## src/rtl/dma3d_pkg.sv

```systemverilog
package dma3d_pkg;
    localparam int unsigned DIRS = 2;

    typedef enum logic [1:0] {
        ST_IDLE  = 2'd0,
        ST_ARMED = 2'd1,
        ST_MOVE  = 2'd2
    } seq_state_e;
endpackage

```

## src/rtl/dma3d_count_nest.sv

```systemverilog
module dma3d_count_nest #(
    parameter int unsigned CNT_W = 16
) (
    input  logic             clk_i,
    input  logic             rst_ni,
    input  logic             load_i,
    input  logic             adv_i,
    input  logic             ab_i,
    input  logic [CNT_W-1:0] acnt_i,
    input  logic [CNT_W-1:0] bcnt_i,
    input  logic [CNT_W-1:0] ccnt_i,
    input  logic [CNT_W-1:0] rld_i,
    output logic [CNT_W-1:0] a_pos_o,
    output logic             byte_last_o,
    output logic             unit_last_o,
    output logic             blk_last_o,
    output logic             step_arr_o,
    output logic             step_frm_o
);
    localparam logic [CNT_W-1:0] ONE = CNT_W'(1);

    logic [CNT_W-1:0] acnt_q, bcnt_q, rld_q;
    logic [CNT_W-1:0] a_pos_q, b_left_q, c_left_q;
    logic             ab_q;
    logic             frm_end;

    assign byte_last_o = (a_pos_q == acnt_q - ONE);
    assign frm_end     = byte_last_o && (b_left_q == ONE);
    assign blk_last_o  = frm_end && (c_left_q == ONE);
    assign unit_last_o = ab_q ? frm_end : byte_last_o;
    assign step_arr_o  = adv_i && byte_last_o && !frm_end;
    assign step_frm_o  = adv_i && frm_end;
    assign a_pos_o     = a_pos_q;

    always_ff @(posedge clk_i or negedge rst_ni) begin
        if (!rst_ni) begin
            acnt_q   <= '0;
            bcnt_q   <= '0;
            rld_q    <= '0;
            ab_q     <= 1'b0;
            a_pos_q  <= '0;
            b_left_q <= '0;
            c_left_q <= '0;
        end else if (load_i) begin
            acnt_q   <= acnt_i;
            bcnt_q   <= bcnt_i;
            rld_q    <= rld_i;
            ab_q     <= ab_i;
            a_pos_q  <= '0;
            b_left_q <= bcnt_i;
            c_left_q <= ccnt_i;
        end else if (adv_i) begin
            if (!byte_last_o) begin
                a_pos_q <= a_pos_q + ONE;
            end else begin
                a_pos_q <= '0;
                if (!frm_end) begin
                    b_left_q <= b_left_q - ONE;
                end else begin
                    b_left_q <= ab_q ? bcnt_q : rld_q;
                    c_left_q <= c_left_q - ONE;
                end
            end
        end
    end
endmodule

```

## src/rtl/dma3d_addr_walk.sv

```systemverilog
module dma3d_addr_walk #(
    parameter int unsigned ADDR_W = 32,
    parameter int unsigned IDX_W  = 16,
    parameter int unsigned CNT_W  = 16
) (
    input  logic              clk_i,
    input  logic              rst_ni,
    input  logic              load_i,
    input  logic [ADDR_W-1:0] start_i,
    input  logic [IDX_W-1:0]  bidx_i,
    input  logic [IDX_W-1:0]  cidx_i,
    input  logic              step_arr_i,
    input  logic              step_frm_i,
    input  logic [CNT_W-1:0]  a_pos_i,
    output logic [ADDR_W-1:0] addr_o
);
    logic [ADDR_W-1:0] frm_base_q, arr_base_q;
    logic [ADDR_W-1:0] bidx_ext, cidx_ext, next_frm;

    assign bidx_ext = {{(ADDR_W-IDX_W){bidx_i[IDX_W-1]}}, bidx_i};
    assign cidx_ext = {{(ADDR_W-IDX_W){cidx_i[IDX_W-1]}}, cidx_i};
    assign next_frm = frm_base_q + cidx_ext;
    assign addr_o   = arr_base_q + {{(ADDR_W-CNT_W){1'b0}}, a_pos_i};

    always_ff @(posedge clk_i or negedge rst_ni) begin
        if (!rst_ni) begin
            frm_base_q <= '0;
            arr_base_q <= '0;
        end else if (load_i) begin
            frm_base_q <= start_i;
            arr_base_q <= start_i;
        end else if (step_frm_i) begin
            frm_base_q <= next_frm;
            arr_base_q <= next_frm;
        end else if (step_arr_i) begin
            arr_base_q <= arr_base_q + bidx_ext;
        end
    end
endmodule

```

## src/rtl/dma3d_seq_fsm.sv

```systemverilog
module dma3d_seq_fsm
    import dma3d_pkg::*;
(
    input  logic clk_i,
    input  logic rst_ni,
    input  logic load_i,
    input  logic sync_i,
    input  logic unit_last_i,
    input  logic blk_last_i,
    output logic load_ok_o,
    output logic move_o,
    output logic idle_o,
    output logic evt_done_o,
    output logic blk_done_o
);
    seq_state_e state_q, state_d;
    logic       pend_q, pend_d;

    always_comb begin
        state_d = state_q;
        pend_d  = pend_q;
        unique case (state_q)
            ST_IDLE: begin
                pend_d = 1'b0;
                if (load_i) state_d = ST_ARMED;
            end
            ST_ARMED: begin
                pend_d = 1'b0;
                if (sync_i) state_d = ST_MOVE;
            end
            ST_MOVE: begin
                if (unit_last_i) begin
                    pend_d = 1'b0;
                    if (blk_last_i)            state_d = ST_IDLE;
                    else if (pend_q || sync_i) state_d = ST_MOVE;
                    else                       state_d = ST_ARMED;
                end else if (sync_i) begin
                    pend_d = 1'b1;
                end
            end
            default: state_d = ST_IDLE;
        endcase
    end

    always_ff @(posedge clk_i or negedge rst_ni) begin
        if (!rst_ni) begin
            state_q <= ST_IDLE;
            pend_q  <= 1'b0;
        end else begin
            state_q <= state_d;
            pend_q  <= pend_d;
        end
    end

    always_comb begin
        load_ok_o  = 1'b0;
        move_o     = 1'b0;
        idle_o     = 1'b0;
        evt_done_o = 1'b0;
        blk_done_o = 1'b0;
        unique case (state_q)
            ST_IDLE: begin
                idle_o    = 1'b1;
                load_ok_o = load_i;
            end
            ST_ARMED: ;
            ST_MOVE: begin
                move_o     = 1'b1;
                evt_done_o = unit_last_i;
                blk_done_o = blk_last_i;
            end
            default: idle_o = 1'b1;
        endcase
    end
endmodule

```

## src/rtl/dma3d_addr_seq.sv

```systemverilog
module dma3d_addr_seq
    import dma3d_pkg::*;
#(
    parameter int unsigned ADDR_W = 32,
    parameter int unsigned CNT_W  = 16,
    parameter int unsigned IDX_W  = 16
) (
    input  logic                 clk_i,
    input  logic                 rst_ni,
    input  logic                 load_i,
    input  logic                 ab_sync_i,
    input  logic [2*CNT_W-1:0]   cnt_word_i,
    input  logic [CNT_W-1:0]     ccnt_i,
    input  logic [CNT_W-1:0]     rld_i,
    input  logic [ADDR_W-1:0]    src_addr_i,
    input  logic [ADDR_W-1:0]    dst_addr_i,
    input  logic [2*IDX_W-1:0]   bidx_word_i,
    input  logic [2*IDX_W-1:0]   cidx_word_i,
    input  logic                 sync_evt_i,
    output logic                 idle_o,
    output logic                 beat_valid_o,
    output logic [ADDR_W-1:0]    src_addr_o,
    output logic [ADDR_W-1:0]    dst_addr_o,
    output logic                 evt_done_o,
    output logic                 blk_done_o
);
    logic             load_ok, move;
    logic             byte_last_w, unit_last, blk_last, step_arr, step_frm;
    logic [CNT_W-1:0] a_pos;
    logic [DIRS-1:0][ADDR_W-1:0] start_a, addr_a;

    assign start_a[0] = src_addr_i;
    assign start_a[1] = dst_addr_i;

    dma3d_seq_fsm u_fsm (
        .clk_i       (clk_i),
        .rst_ni      (rst_ni),
        .load_i      (load_i),
        .sync_i      (sync_evt_i),
        .unit_last_i (unit_last),
        .blk_last_i  (blk_last),
        .load_ok_o   (load_ok),
        .move_o      (move),
        .idle_o      (idle_o),
        .evt_done_o  (evt_done_o),
        .blk_done_o  (blk_done_o)
    );

    dma3d_count_nest #(.CNT_W(CNT_W)) u_cnt (
        .clk_i       (clk_i),
        .rst_ni      (rst_ni),
        .load_i      (load_ok),
        .adv_i       (move),
        .ab_i        (ab_sync_i),
        .acnt_i      (cnt_word_i[CNT_W-1:0]),
        .bcnt_i      (cnt_word_i[2*CNT_W-1:CNT_W]),
        .ccnt_i      (ccnt_i),
        .rld_i       (rld_i),
        .a_pos_o     (a_pos),
        .byte_last_o (byte_last_w),
        .unit_last_o (unit_last),
        .blk_last_o  (blk_last),
        .step_arr_o  (step_arr),
        .step_frm_o  (step_frm)
    );

    for (genvar gd = 0; gd < DIRS; gd++) begin : g_dir
        dma3d_addr_walk #(
            .ADDR_W (ADDR_W),
            .IDX_W  (IDX_W),
            .CNT_W  (CNT_W)
        ) u_walk (
            .clk_i      (clk_i),
            .rst_ni     (rst_ni),
            .load_i     (load_ok),
            .start_i    (start_a[gd]),
            .bidx_i     (bidx_word_i[gd*IDX_W +: IDX_W]),
            .cidx_i     (cidx_word_i[gd*IDX_W +: IDX_W]),
            .step_arr_i (step_arr),
            .step_frm_i (step_frm),
            .a_pos_i    (a_pos),
            .addr_o     (addr_a[gd])
        );
    end

    assign beat_valid_o = move;
    assign src_addr_o   = addr_a[0];
    assign dst_addr_o   = addr_a[1];
endmodule

```

## config.mk

```make
export PLATFORM = sky130hd
export DESIGN_NAME = dma3d_addr_seq
export DESIGN_NICKNAME = d
export VERILOG_FILES = /design/src/rtl/dma3d_pkg.sv /design/src/rtl/dma3d_count_nest.sv /design/src/rtl/dma3d_addr_walk.sv /design/src/rtl/dma3d_seq_fsm.sv /design/src/rtl/dma3d_addr_seq.sv
export SDC_FILE = /design/constraint.sdc
export NUM_CORES = 1
export LEC_CHECK = 0
export BUFFER_PORTS_ARGS = -buffer_cell sky130_fd_sc_hd__buf_2
export CORE_ASPECT_RATIO = 1.75
export CORE_MARGIN = 2
export CORE_UTILIZATION = 50
export DETAILED_ROUTE_END_ITERATION = 16
export GPL_TIMING_DRIVEN = 0
export PLACE_DENSITY = 0.71
export RECOVER_POWER = 50
export SLEW_MARGIN = 20
export SYNTH_ARGS = -nofsm -noshare
export SYNTH_HDL_FRONTEND = slang
export SYNTH_SLANG_ARGS = --single-unit
export TNS_END_PERCENT = 1
```

## constraint.sdc

```tcl
create_clock -name clk_i -period 4.4 [get_ports clk_i]
set_input_delay 0.88 -clock clk_i [delete_from_list [all_inputs] [get_ports clk_i]]
set_output_delay 0.88 -clock clk_i [all_outputs]
set_load 0.02 [all_outputs]
```

==> results.txt, run 1 <==
- After clock tree synthesis, the flow added hold-fix buffers numbering 0.
* Area used by multi-input combinational logic: 12800 sq um
* Met2 Routed Length: 34600 um
- Number of iterations in the first detailed-routing pass: 5
- Maximum buffer depth of the clock tree: 3
* Sum of routed wire segments on met1: 25100 um
* Total grt overflow: 0
- Post-detailed-route DRC marker count: 0
- The number of max-slew violations in the final report came to 52.
* Vias in the first global route: 19500
* Cell with the most instances on the worst path: buf_4
* Standard cell with the maximum stage delay on the critical path: dfrtp_2
* Fraction of layout cells with a size suffix above 1: 15.5%
- The detailed router placed 19400 vias in this run.
* DR vias/cell: 6.20
- The first global-routing pass estimated 107000 um of wire.
* Drt initial violations: 1212
* Maximum number of pins on one net before global-route repair: 66
- Non-filler instance count after layout: 3125
- Slew at the pin closest to its max-slew limit: 3.07 ns
- The library cells used most frequently in the layout, excluding fill and tap cells, are 386 x nand2_1, 249 x buf_2, 224 x dfrtp_1.
- Ys flop type: dfrtp_1
* Met3 wire length: 4980 um
- Worst Path Class, Setup: reg -> out
- Walking the worst path, the cells encountered are ha_1 > nor2b_2 > o21ai_2 > a21oi_2 > o211ai_1 > a21boi_2 > nor3_2 > o21ai_1 > a31o_2 > a31o_4 > buf_4 > xor2_1 > buf_4.
- Setup repair after global routing could not meet its margin everywhere.
* Post-detailed-placement half-perimeter wirelength: 55100 um
- For this block, the routed nets add up to 71800 um of wire.
- After clock tree synthesis, the clock-pin slew on the worst setup and hold paths is 0.06 ns.
- Yosys mapped a number of flops with a built-in enable equal to 0.
* Number of distinct library cells after synthesis: 74
- Count of filler cells inserted in the layout: 3475
- Maximum fanout along the worst path: 8
* Startpoint Class: flip-flop
- Proportion of synthesized chip area in sequential cells: 30.2%
- Die X-Extent: 151 um
- Max layer used: met4
* Final hold violation count: 0
- Diode count: 0
- STA classifies the critical path endpoint as an output port.
- Row generation in the floorplan step produced 94 rows.
* Number of maximum-capacitance violations: 1
* Effective utilization at floorplan: 50.5%
* Total global-route track usage: 35.8%
- Input/output buffers: 264
- Leakage power: 10.6 nW
- The synthesized design contains 228 register bits.
* Peak VDD IR: 0.427 mV
- Across all hold checks on the routed design, the worst slack comes to 0.479 ns.
* Power density over the cells: 762 nW/um^2
- In the final design database the tool counted 2994 nets.
- Total cell area at the placement stage: 20900 sq um
- Remaining number of nets flagged by the antenna check after routing: 0
- Violations in the final reports: capacitance limit, slew limit
* Final setup vio count: 0
* Netlist area before placement: 18900 sq um
- Initial antenna violation count: 0
* Syn_nets: 2689
- Number of sinks driven by the clock tree: 228
- Prior to clock tree synthesis, the placed netlist has a worst setup slack of -0.631 ns.
- The largest single stage delay on the critical path is 0.49 ns.
* Worst-skew pair later-pin latency: 0.57 ns
* CTS tree: built
- Floorplan Core Area: 37400 sq um
- Worst EP required: 3.52 ns
- The Yosys step of the flow raised 0 warnings.
* Commonest non-fill, non-tap cell in the layout: nand2_1
- HP Class: reg -> reg
- The finished cells cover 22200 sq um.
- Max frequency: 228 MHz
* Setup ws final: 0.0115 ns
- Crit path time final: 4.39 ns
- Mean instance size in the synthesized netlist: 8.14 sq um
* Global placer's final weighted congestion: 0.963
- In this run the vertical extent of the chip is 261 um.
- Across the routed clock network, the largest skew measured is 0.0253 ns.
- Deepest level of the CTS H-tree: 1
- Outcome: finished, violations left
- Number of instances in the synthesized netlist: 2320
- Total CTS buffers: 27
- CTS root buffer: clkbuf_16
- The die covers 39400 sq um.
- Area used by sequential logic in the layout: 5710 sq um
- STA puts the critical path data arrival time at 3.51 ns.
* Placed Cells: 3067
- Drt wl/cell: 23.0 um
- 265 I/O pins were placed.
* Area added between synthesis and finish: 17.4%
- Max_slew headroom: -105%
- Of all flip-flops after synthesis, the portion carrying an async set or reset was 100%.
- Period utilisation layout: 99.7%
sequential cells by signal (all words and copies together) (netlist names):
signal and count:
g_dir.u_walk.arr_base_q 64, u_cnt.c_left_q 16, u_fsm.state_q 2, g_dir.u_walk.frm_base_q 64, u_cnt.b_left_q 16, u_fsm.pend_q 1
u_cnt.ab_q 1, u_cnt.bcnt_q 16, u_cnt.rld_q 16, u_cnt.acnt_q 16, u_cnt.a_pos_o 16
routing by layer:
layer  global-route usage, %  up-vias
met4                    29.3        0
met2                    61.5      923
met3                    4.43      336
li1                        -     8893
met1                    39.2     9216
met5                       0        -
path summary, 6_finish.rpt:
path / start / end / slack (ns) / cells past startpoint
setup / recovery: u_cnt.a_pos_o[2]$_DFFE_PN0P_ / src_addr_o[16] / 0.01 / 13
hold / removal: u_cnt.bcnt_q[11]$_DFFE_PN0P_ / u_cnt.bcnt_q[11]$_DFFE_PN0P_ / 0.48 / 2
setup reg to reg: u_cnt.acnt_q[0]$_DFFE_PN0P_ / g_dir[0].u_walk.arr_base_q[23]$_DFFE_PN0P_ / 0.13 / 13
hold reg to reg: u_cnt.bcnt_q[11]$_DFFE_PN0P_ / u_cnt.bcnt_q[11]$_DFFE_PN0P_ / 0.48 / 2
max in group asynchronous: rst_ni / u_cnt.rld_q[11]$_DFFE_PN0P_ / 0.65 / 3
min in group asynchronous: rst_ni / g_dir[1].u_walk.frm_base_q[13]$_DFFE_PN0P_ / 1.32 / 1
cell families (layout without fill, tap and decap cells):
kind of cell	count (synthesis)	after routing	synth area share, %
AND/OR/NAND/NOR	844	844	20.4
AO/OA/AOI/OAI	675	675	22.7
flip-flops	228	228	30.2
XOR/XNOR	227	227	10.6
adder cells (fa/ha/maj)	172	172	11.6
buffers and inverters	151	476	3.19
multiplexers	23	23	1.24
Yosys cell counts (all sizes together), types with 24 or more instances:
master	number	area, sq um
nand2	386	1450
nand2b	26	163
xor2	82	718
nor3	35	196
nand3	51	260
a31oi	59	369
buf	30	148
ha	166	2080
dfrtp	228	5710
clkbuf	57	214
nor4	24	200
a21oi	206	1030
nor2	201	757
o21ai	120	604
a21o	103	773
and3	27	169
xnor2	144	1260
inv	64	240
timing repair:
item	in CTS	in global routing
hold endpoints to repair	0	0
setup endpoints to repair	49	61
resized for setup	42	58
setup buffers	6	8
cloned	1	0
pin swaps	13	16
power by group:
| group | leakage [nW] | switching (mW) | internal [mW] |
|---|---|---|---|
| clock network | 0.427 | 1.01 | 1.34 |
| registers | 2.73 | 0.982 | 3.07 |
| logic | 7.42 | 6.31 | 4.18 |
cell type report:
| cell class | instances | area share [%] |
|---|---|---|
| Multi-Input combinational cell | 1941 | 57.8 |
| Clock inverter | 11 | 0.581 |
| Tap cell | 480 | 2.71 |
| Timing Repair Buffer | 282 | 7.06 |
| Inverter | 64 | 1.08 |
| Buffer | 81 | 1.60 |
| Sequential cell | 228 | 25.7 |
| Clock buffer | 38 | 3.46 |
worst max-delay path, delay by kind of cell (launching register included):
kind | cells | cell delay (ns)
xor+xnor | 1 | 0.13
buf+inv | 2 | 0.30
fa+ha+maj | 1 | 0.38
simple gates | 2 | 0.36
compound gates | 7 | 1.27
flops | 1 | 0.49
through the flow:
stage	utilization, %	total power [mW]	setup TNS, ns
detailed placement	55.9	14.1	-3.16
finish	59.3	16.9	0
floorplan	-	11.2	0
global placement	55.6	13.8	-420.08
global route	59.3	18.1	-2.14
CTS	58.8	16.6	-0.0366
No activity file was read; power rests on OpenSTA's default activity.
==> run 2: changes to the inputs <==
--- a/config.mk
+++ b/config.mk
@@ -13,6 +13,7 @@
 export GPL_TIMING_DRIVEN = 0
 export PLACE_DENSITY = 0.71
 export RECOVER_POWER = 50
+export REMOVE_ABC_BUFFERS = 1
 export SLEW_MARGIN = 20
 export SYNTH_ARGS = -nofsm -noshare
 export SYNTH_HDL_FRONTEND = slang
==> results.txt, run 2 (synthesized netlist as in run 1, its figures left out) <==
* Total grt overflow: 0 (unchanged)
- The cell leakage power is 10.5 nW (-0.36%).
- The number of maximum-capacitance violations is 1 (unchanged).
* Violations in the final reports: capacitance limit, slew limit
- The DRC violations left came to 0 (unchanged).
* Global placer's final weighted congestion: 0.955 (-0.83%)
- The hold buffer count at cts was 0 (unchanged).
- Arr. time, crit path: 3.48 ns (-0.03 ns)
- Area of the die: 39400 sq um (unchanged)
- TritonCTS built the clock tree.
* Outcome: finished, violations left
* Vias in the first global route: 18600 (-4.3%)
- The total clock buffers created by CTS came to 24 (-11%).
- The number of placed I/O pins came to 265 (unchanged).
- The pin count of the biggest net entering global routing came to 87 (+32%).
- Input/output buffers: 264 (unchanged)
- The shortest clock period the worst path allows after layout is 4.36 ns (-0.0328 ns).
* Part of the total power dissipated in combinational logic: 61.8% (-0.3 points)
* CTS root buffer: clkbuf_16
- Internal Pwr Total: 8.55 mW (-0.41%)
* Post-detailed-placement half-perimeter wirelength: 44100 um (-20%)
- Leaving out fill and tap cells, the most frequent cells in the layout are 384 x nand2_1, 252 x buf_2, 221 x dfrtp_1.
- The maximum achievable frequency was 230 MHz (+0.75%).
- Worst path max stage delay: 0.47 ns (-0.02 ns)
- Worst EP required: 3.52 ns (about the same)
* Routed via count: 18300 (-5.4%)
- HP Class: reg -> reg
- The number of antenna violations at the first check in global routing was 10 (+10).
* Fraction of layout cells with a size suffix above 1: 16.1% (+0.60 points)
- The level count of the clock H-tree was 1 (unchanged).
- Power density over the cells: 741 nW/um^2 (-2.8%)
- Sum of routed wire length over all layers: 59700 um (-17%)
- Clock skew after layout: 0.0239 ns (-0.00140 ns)
- The global-route wire length before repair came to 93500 um (-13%).
* Remaining number of nets flagged by the antenna check after routing: 0 (unchanged)
- Setup repair after global routing missed its margin: yes
* Top cell family by delay on the critical path: compound AO/OA/AOI/OAI gates
* Maximum fanout along the worst path: 7 (-1)
- Fraction of power consumed by sequential logic: 24.9% (+0.9 points)
* Drt initial violations: 1002 (-17%)
- Die X-Extent: 151 um (unchanged)
* Stages on the worst setup path: 15 (+2)
- The worst setup path is captured at an output port.
- Clock network power share: 13.3% (-0.6 points)
- Max_slew headroom: -132% (-27 points)
* Area added between synthesis and finish: 16.9%
- Floorplan Core Area: 37400 sq um (unchanged)
- Worst Path Class, Setup: reg -> out
- The worst reg2reg path depth came to 14 (+1).
- The height of the chip was 261 um (unchanged).
- STA classifies the critical path startpoint as a flip-flop.
- Final setup vio count: 0 (unchanged)
- Peak VDD IR: 0.413 mV (-3.3%)
- Pins Over Slew Limit: 68 (+31%)
- Number of iterations in the first detailed-routing pass: 5 (unchanged)
* Slew at the pin closest to its max-slew limit: 3.48 ns (+0.406 ns)
* Standard cell with the maximum stage delay on the critical path: dfrtp_2
- The detail-routed net length per standard cell came to 19.5 um (-15%).
- The library cell used most frequently in the layout, excluding fill and tap cells, is nand2_1.
- Period utilisation layout: 99.0% (-0.75 points)
- The initial cell density of the core came to 50.5% (unchanged).
- Clock-pin slew of the registers on the worst-case setup and hold paths: 0.06 ns (about the same)
- The global router's overall resource usage is 29.8% (-6.0 points).
- The instance count along the most critical hold path is 2 (unchanged).
* Total buffers and inverters traversed by the critical path: 3 (+1)
- Number of sinks driven by the clock tree: 228 (unchanged)
* Post-layout net count: 2928 (-2.2%)
- The via-per-instance ratio came to 5.98 (-3.5%).
- The switching share of power is 47.7% (-1.5 points).
* Net switching power: 7.80 mW (-6.1%)
- The site row count was 94 (unchanged).
- Ordered list of cells on the worst path: ha_1 > inv_1 > fa_1 > nor2b_1 > o21ai_1 > a21boi_1 > o21ai_1 > a21boi_2 > o21ai_2 > a31oi_2 > buf_4 > a21oi_4 > nor2_1 > xnor2_1 > buf_4
* Largest registers in the final layout: g_dir.u_walk.arr_base_q x64, g_dir.u_walk.frm_base_q x64
- Total power draw: 16.3 mW (-3.2%)
* Maximum buffer depth of the clock tree: 3 (unchanged)
- Worst-skew pair later-pin latency: 0.56 ns (about the same)
- Final hold violation count: 0 (unchanged)
- Final standard cell utilization of the core: 59.0% (-0.28 points)
==> run 2: cell types whose count changed in the layout (fill, tap and decap cells not counted), sizes merged <==
cell,previous run,this run
clkdlybuf4s25,0,1
clkinv,3,6
clkinvlp,4,1
bufbuf,1,0
inv,66,64
diode,0,7
nand3,51,53
buf,298,296
clkbuf,102,36
==> run 2: what timing repair did <==
item                       4_1_cts  5_1_grt
buffers inserted                13        3
pin swaps                       14       11
resized for setup               38       37
hold endpoints to repair         0        0
gates cloned                     2        0
setup endpoints to repair       70       58
==> run 2: layout make-up <==
cell class                      count  area (sq um)
Clock inverter                      9           113
Tap cell                          480           601
Sequential cell                   228          5710
Timing Repair Buffer              298          1820
Inverter                           64           240
Antenna cell                        7          17.5
Fill cell                        3415         15300
Clock buffer                       35           702
Multi-Input combinational cell   1943         12900
==> run 2: power by group through the flow <==
stage	clock network (mW)	registers, mW	logic (mW)
4_1_cts	2.21	4.05	9.91
3_3_place_gp	0	4.02	9.52
3_5_place_dp	0	4.07	9.73
2_1_floorplan	0	3.77	7.42
5_1_grt	2.27	4.21	11.2
6_report	2.17	4.07	10.1
==> run 2: worst min-delay path, stage by stage, from the launching register on <==
cell and delay (ns):
dfrtp_1 0.34, nand2_1 0.05, nand2_1 0.05
==> run 2: layer usage <==
metal / vias to the layer above / wire length (um) / global-route usage (%)
li1: 8779 / - / -
met1: 8800 / 22400 / 32.6
met2: 546 / 30600 / 54.4
met3: 186 / 3080 / 3.94
met4: 8 / 3620 / 17.5
met5: - / 47 / 0
==> run 2: worst paths after layout <==
| kind | startpoint | endpoint | slack [ns] |
|---|---|---|---|
| max | u_cnt.a_pos_o[0]$_DFFE_PN0P_ | dst_addr_o[20] | 0.04 |
| min | u_cnt.rld_q[8]$_DFFE_PN0P_ | u_cnt.rld_q[8]$_DFFE_PN0P_ | 0.47 |
| max reg2reg | u_cnt.acnt_q[0]$_DFFE_PN0P_ | g_dir[0].u_walk.arr_base_q[31]$_DFFE_PN0P_ | 0.16 |
| min reg2reg | u_cnt.rld_q[8]$_DFFE_PN0P_ | u_cnt.rld_q[8]$_DFFE_PN0P_ | 0.47 |
| max in group asynchronous | rst_ni | u_cnt.a_pos_o[15]$_DFFE_PN0P_ | 0.60 |
| min in group asynchronous | rst_ni | u_cnt.rld_q[10]$_DFFE_PN0P_ | 1.70 |
==> run 2: stage by stage <==
| step | cells | setup TNS, ns | area, sq um | hold slack, ns | setup slack [ns] |
|---|---|---|---|---|---|
| after global placement | 2977 | -2039.28 | 20400 | 0.452 | -12.97 |
| after floorplan | 2233 | -416.83 | 18500 | 0.440 | -4.18 |
| final | 3064 | 0 | 22100 | 0.474 | 0.0443 |
| after detailed placement | 2995 | -4.82 | 20900 | 0.461 | -0.465 |
| after CTS | 3054 | -0.116 | 21900 | 0.297 | -0.0340 |
| after global routing | 3063 | -1.80 | 22100 | 0.501 | -0.108 |
